$ cat config.mk
export PLATFORM = sky130hd
export DESIGN_NAME = byte_alu
export DESIGN_NICKNAME = d
export VERILOG_FILES = /design/src/rtl/byte_alu_pkg.sv /design/src/rtl/byte_alu_addsub.sv /design/src/rtl/byte_alu_divider.sv /design/src/rtl/byte_alu.sv
export SDC_FILE = /design/constraint.sdc
export NUM_CORES = 1
export LEC_CHECK = 0
export BUFFER_PORTS_ARGS = -buffer_cell sky130_fd_sc_hd__clkbuf_2
export CAP_MARGIN = 20
export CORE_MARGIN = 4
export CORE_UTILIZATION = 60
export DETAILED_ROUTE_END_ITERATION = 16
export PLACE_DENSITY = 0.81
export SLEW_MARGIN = 20
export SYNTH_ARGS = -nofsm -noshare
export SYNTH_HDL_FRONTEND = slang
export SYNTH_SLANG_ARGS = --single-unit
$ cat constraint.sdc
create_clock -name vclk -period 31.9
set_input_delay 6.38 -clock vclk [all_inputs]
set_output_delay 6.38 -clock vclk [all_outputs]
set_load 0.02 [all_outputs]
$ cat src/rtl/byte_alu_pkg.sv
package byte_alu_pkg;

   localparam int OPC_W = 4;

   typedef enum logic [OPC_W-1:0] {
      ALU_ADD = 4'd0,
      ALU_SUB = 4'd1,
      ALU_AND = 4'd2,
      ALU_OR  = 4'd3,
      ALU_XOR = 4'd4,
      ALU_SHL = 4'd5,
      ALU_SHR = 4'd6,
      ALU_MUL = 4'd7,
      ALU_DIV = 4'd8,
      ALU_CMP = 4'd9
   } alu_op_e;

   typedef struct packed {
      logic zero;
      logic neg;
      logic carry;
      logic ovf;
   } alu_flags_t;

endpackage

$ cat src/rtl/byte_alu_addsub.sv
// Shared adder for add, subtract and compare.
// In subtract mode B is inverted and a carry-in of 1 is added,
// so carry-out reads as "no borrow".
module byte_alu_addsub #(
   parameter int WIDTH = 8
) (
   input  logic [WIDTH-1:0] a_i,
   input  logic [WIDTH-1:0] b_i,
   input  logic             sub_i,
   output logic [WIDTH-1:0] sum_o,
   output logic             carry_o,
   output logic             ovf_o
);

   logic [WIDTH-1:0] b_eff;
   logic [WIDTH:0]   wide_sum;

   assign b_eff    = sub_i ? ~b_i : b_i;
   assign wide_sum = {1'b0, a_i} + {1'b0, b_eff} + (WIDTH+1)'(sub_i);
   assign sum_o    = wide_sum[WIDTH-1:0];
   assign carry_o  = wide_sum[WIDTH];

   // Signed overflow: the two adder inputs agree in sign, but the sum does not.
   assign ovf_o = (a_i[WIDTH-1] == b_eff[WIDTH-1]) &&
                  (sum_o[WIDTH-1] != a_i[WIDTH-1]);

endmodule

$ cat src/rtl/byte_alu_divider.sv
// Unsigned quotient. IMPL 0 builds a restoring array, one compare and
// subtract stage per quotient bit. IMPL 1 uses the division operator.
// A zero divisor gives all ones here; the top module overrides that case.
module byte_alu_divider #(
   parameter int WIDTH = 8,
   parameter int IMPL  = 0
) (
   input  logic [WIDTH-1:0] num_i,
   input  logic [WIDTH-1:0] den_i,
   output logic [WIDTH-1:0] quot_o
);

   if (IMPL == 0) begin : g_array
      logic [WIDTH-1:0] rem_q [WIDTH+1];
      assign rem_q[0] = '0;

      for (genvar k = 0; k < WIDTH; k++) begin : g_stage
         localparam int BIT = WIDTH - 1 - k;
         logic [WIDTH:0] shifted;
         logic [WIDTH:0] diff;
         logic           ge;
         logic           unused_diff_top;

         assign shifted         = {rem_q[k], num_i[BIT]};
         assign ge              = shifted >= {1'b0, den_i};
         assign diff            = shifted - {1'b0, den_i};
         assign quot_o[BIT]     = ge;
         assign rem_q[k+1]      = ge ? diff[WIDTH-1:0] : shifted[WIDTH-1:0];
         assign unused_diff_top = diff[WIDTH];
      end

      logic unused_final_rem;
      assign unused_final_rem = ^rem_q[WIDTH];
   end else begin : g_operator
      assign quot_o = (den_i == '0) ? '1 : num_i / den_i;
   end

endmodule

$ cat src/rtl/byte_alu.sv
module byte_alu
   import byte_alu_pkg::*;
#(
   parameter int WIDTH    = 8,
   parameter int DIV_IMPL = 0
) (
   input  logic [OPC_W-1:0] op_i,
   input  logic [WIDTH-1:0] a_i,
   input  logic [WIDTH-1:0] b_i,
   output logic [WIDTH-1:0] res_o,
   output logic             zero_o,
   output logic             neg_o,
   output logic             carry_o,
   output logic             ovf_o
);

   localparam int PROD_W = 2 * WIDTH;

   if (WIDTH < 2) begin : g_bad_width
      $error("byte_alu: WIDTH must be at least 2");
   end
   if (DIV_IMPL != 0 && DIV_IMPL != 1) begin : g_bad_div
      $error("byte_alu: DIV_IMPL must be 0 or 1");
   end

   logic             is_sub;
   logic [WIDTH-1:0] as_sum;
   logic             as_carry;
   logic             as_ovf;
   logic [PROD_W-1:0] prod;
   logic [WIDTH-1:0] quot;
   logic [WIDTH-1:0] res;
   alu_flags_t       flg;

   assign is_sub = (op_i == ALU_SUB) || (op_i == ALU_CMP);

   byte_alu_addsub #(.WIDTH(WIDTH)) addsub_i (
      .a_i     (a_i),
      .b_i     (b_i),
      .sub_i   (is_sub),
      .sum_o   (as_sum),
      .carry_o (as_carry),
      .ovf_o   (as_ovf)
   );

   assign prod = {{WIDTH{1'b0}}, a_i} * {{WIDTH{1'b0}}, b_i};

   byte_alu_divider #(.WIDTH(WIDTH), .IMPL(DIV_IMPL)) div_i (
      .num_i  (a_i),
      .den_i  (b_i),
      .quot_o (quot)
   );

   always_comb begin
      res       = a_i;
      flg.carry = 1'b0;
      flg.ovf   = 1'b0;
      case (alu_op_e'(op_i))
         ALU_ADD, ALU_SUB, ALU_CMP: begin
            res       = as_sum;
            flg.carry = as_carry;
            flg.ovf   = as_ovf;
         end
         ALU_AND: res = a_i & b_i;
         ALU_OR:  res = a_i | b_i;
         ALU_XOR: res = a_i ^ b_i;
         ALU_SHL: begin
            res       = {a_i[WIDTH-2:0], 1'b0};
            flg.carry = a_i[WIDTH-1];
         end
         ALU_SHR: begin
            res       = {1'b0, a_i[WIDTH-1:1]};
            flg.carry = a_i[0];
         end
         ALU_MUL: begin
            res       = prod[WIDTH-1:0];
            flg.carry = |prod[PROD_W-1:WIDTH];
         end
         ALU_DIV: begin
            if (b_i == '0) begin
               res       = '0;
               flg.carry = 1'b1;
               flg.ovf   = 1'b1;
            end else begin
               res = quot;
            end
         end
         default: res = a_i;
      endcase
      flg.zero = ~|res;
      flg.neg  = res[WIDTH-1];
   end

   assign res_o   = res;
   assign zero_o  = flg.zero;
   assign neg_o   = flg.neg;
   assign carry_o = flg.carry;
   assign ovf_o   = flg.ovf;

endmodule

==> impl_results.rst <==
.. list-table::
   :header-rows: 1

   * - Metric
     - Value
   * - Result of the run
     - finished, final reports clean
   * - IR Drop Worst-Case VDD
     - 0.0000324 V
   * - Footprint of the flip-flops and latches
     - 0 µm²
   * - Total nets after synthesis
     - 971
   * - Floorplan die width
     - 109 µm
   * - Detail-routed net length per standard cell
     - around 19 µm
   * - Via count normalized by instance count
     - 6.31
   * - Standby leakage power
     - 0.00322 µW
   * - IO Count
     - 32
   * - Number of vias after detailed routing
     - 5,912
   * - DP Cell Count
     - 937
   * - Setup bufs post-CTS
     - 0
   * - Antenna diodes
     - 0
   * - Final TNS setup
     - 0 ns
   * - Type of destination of the critical path
     - primary output
   * - Post-route cell area
     - 6440 µm²
   * - Final sequential cell count
     - 0
   * - Post-synthesis instance total
     - 784
   * - Worst endpoint data arrival time
     - 22.98 ns
   * - Final Hold Fails
     - 0
   * - Number of antenna violations at the first check in global routing
     - 0
   * - Filler instances
     - 863
   * - Clock buffer count in the final layout
     - 0
   * - Largest stage delay on the critical path
     - 0.52 ns
   * - Combined area of the multi-input logic cells
     - 5730 µm²
   * - Class of the tightest hold or removal check
     - primary input to primary output
   * - Yosys warning count
     - 0
   * - Standard cell with the maximum stage delay on the critical path
     - sky130_fd_sc_hd__o21ai_0
   * - Mapped cell area
     - approximately 6200 µm²
   * - Pre-CTS WS
     - 2.70 ns
   * - Fraction of the yosys area taken by sequential cells
     - 0%
   * - Length of the first detailed-routing pass in iterations
     - 5
   * - Final RePlAce weighted congestion
     - 0.964
   * - Total routing resource utilization after global routing
     - 29.9%
   * - Maximum capacitance violations
     - 0
   * - Largest net degree at the start of global routing
     - 24
   * - Portion of synthesized cell area occupied by the leading cell type
     - 25.1%
   * - Cell types with the highest counts after synthesis
     - sky130_fd_sc_hd__ha_1, sky130_fd_sc_hd__nor2_1, sky130_fd_sc_hd__inv_1
   * - Max frequency
     - 34.1 MHz
   * - Share of post-route cells with drive strength above 1
     - 9.95%
   * - Count of final max-slew check failures
     - 0
   * - Crit path max fanout
     - 16
   * - Nature of the critical path startpoint
     - primary input
   * - Post-DP Area
     - 6440 µm²
   * - Nets
     - ~990
   * - Effective utilization at floorplan
     - 62.3%
   * - Detailed placement HPWL
     - 14,000 µm
   * - Clock period minus final worst setup slack
     - 29.36 ns
   * - RSZ-0062 raised after global routing
     - false
   * - Layout overhead on the synthesized area
     - 4.30%
   * - Top cells by area in the synthesized netlist
     - sky130_fd_sc_hd__ha_1, sky130_fd_sc_hd__fa_1, sky130_fd_sc_hd__nor2_1
   * - Filler-free cell count of the finished design
     - about 940
   * - Cell type contributing the most total cell area after synthesis
     - sky130_fd_sc_hd__ha_1
   * - PortBufs
     - 32
   * - Count of cells resized by post-cts repair
     - 0
   * - Global-route wire length before repair
     - ~29,000 µm
   * - Critical path type
     - primary input to primary output
   * - Actual slew at the worst max-slew pin
     - 1.03 ns
   * - Global route overflow
     - 0
   * - Data required time at the worst endpoint
     - around 26 ns
   * - Power density cells
     - roughly 45 nW/µm²
   * - Number of failing setup endpoints in the final timing report
     - 0
   * - Number of distinct library cells after synthesis
     - 74
   * - Number of global-route vias before repair
     - ~6k
   * - Number of antenna-violating nets in the routed design
     - 0
   * - DR iter-0 viols
     - 490
   * - Placeable core region
     - 9910 µm²
   * - Worst path setup slack after routing
     - approximately 2.5 ns
   * - Hold buffer count at cts
     - 0
   * - Mean instance size in the synthesized netlist
     - 7.87 µm²
   * - Most numerous cell on the critical path
     - sky130_fd_sc_hd__o21ai_0
   * - Die Y
     - ~110 µm
   * - Ratio of final minimum period to clock period
     - slightly above 90%
   * - Floorplan row count
     - 36
   * - # DRC
     - 0
   * - Library cell with the highest instance count after synthesis
     - sky130_fd_sc_hd__ha_1
   * - Remaining max-slew budget at the tightest pin
     - 31.1%
   * - DRT Wirelength
     - 17,600 µm
   * - Die Footprint
     - 12,000 µm²
==> placed cells by master (no fill, tap or decap), drive strengths merged, types with 4 or more instances in the layout <==
master and count:
o31ai 4, nand2b 16, ha 124, nor2 90, nor3 15, clkbuf 32, nand3 8, mux2i 12
or2 5, o21ai 36, and2 7, a31oi 9, nand4 10, o221ai 4, a211oi 8, a21oi 49
nor2b 14, o211ai 6, o21a 5, fa 43, inv 85, a21o 15, o31a 4, xor2 20
xnor2 35, nand2 45, or3 5, a21boi 4, o21bai 10, clkinv 11, mux2 21
==> routing by layer <==
metal / track usage (%) / vias to the layer above / share of wire, %
met3: 3.05 / 43 / 8.4
li1: - / 2808 / -
met5: 0 / - / 0
met1: 40.4 / 2777 / 43
met2: 51.4 / 284 / 47
met4: 7.30 / 0 / 2.6
==> cell type report <==
type,instances,share of cell area (%)
timing repair buffer,35,2.84
inverter,96,5.60
tap,133,2.59
multi-input combinational,673,89.0
==> final timing paths <==
path / depth (start not counted) / endpoint / slack [ns] / start
worst max-delay path: 76 / zero_o / 2.54 / b_i[1]
worst min-delay path: 4 / res_o[2] / 13.40 / a_i[2]
==> stage by stage <==
stage / total power [µW] / utilization, % / hold WS [ns]
floorplan: 226 / - / 13.02
global placement: 270 / 64.9 / 13.39
detailed placement: 282 / 64.9 / 13.40
CTS: 284 / 64.9 / 13.40
global route: 319 / 64.9 / 13.44
finish: 287 / 64.9 / 13.40
==> power by group <==
part / internal, µW / switching [µW] / total (µW)
logic: 127 / 160 / 287
clock network: 0 / 0 / 0
registers: 0 / 0 / 0
total: 127 / 160 / 287
==> cells by family (layout without fill, tap and decap cells) <==
logic type,count (synthesis),in the layout,synth area share [%]
adders and majority gates,167,167,39.1
muxes,36,36,7.38
buffers and inverters,111,131,7.20
and+or+nand+nor,234,234,18.7
xor gates and xnor gates,55,55,7.81
AOI/OAI and AO/OA,181,181,19.8
==> critical path, delay by kind of cell <==
kind / cells / cell delay [ns]
adder cells (fa/ha/maj): 8 / 2.36
buffers and inverters: 9 / 1.58
multiplexers: 2 / 0.83
AND/OR/NAND/NOR: 20 / 3.58
AO/OA/AOI/OAI: 37 / 8.21
Note: power is estimated with default switching activity, not from simulation.
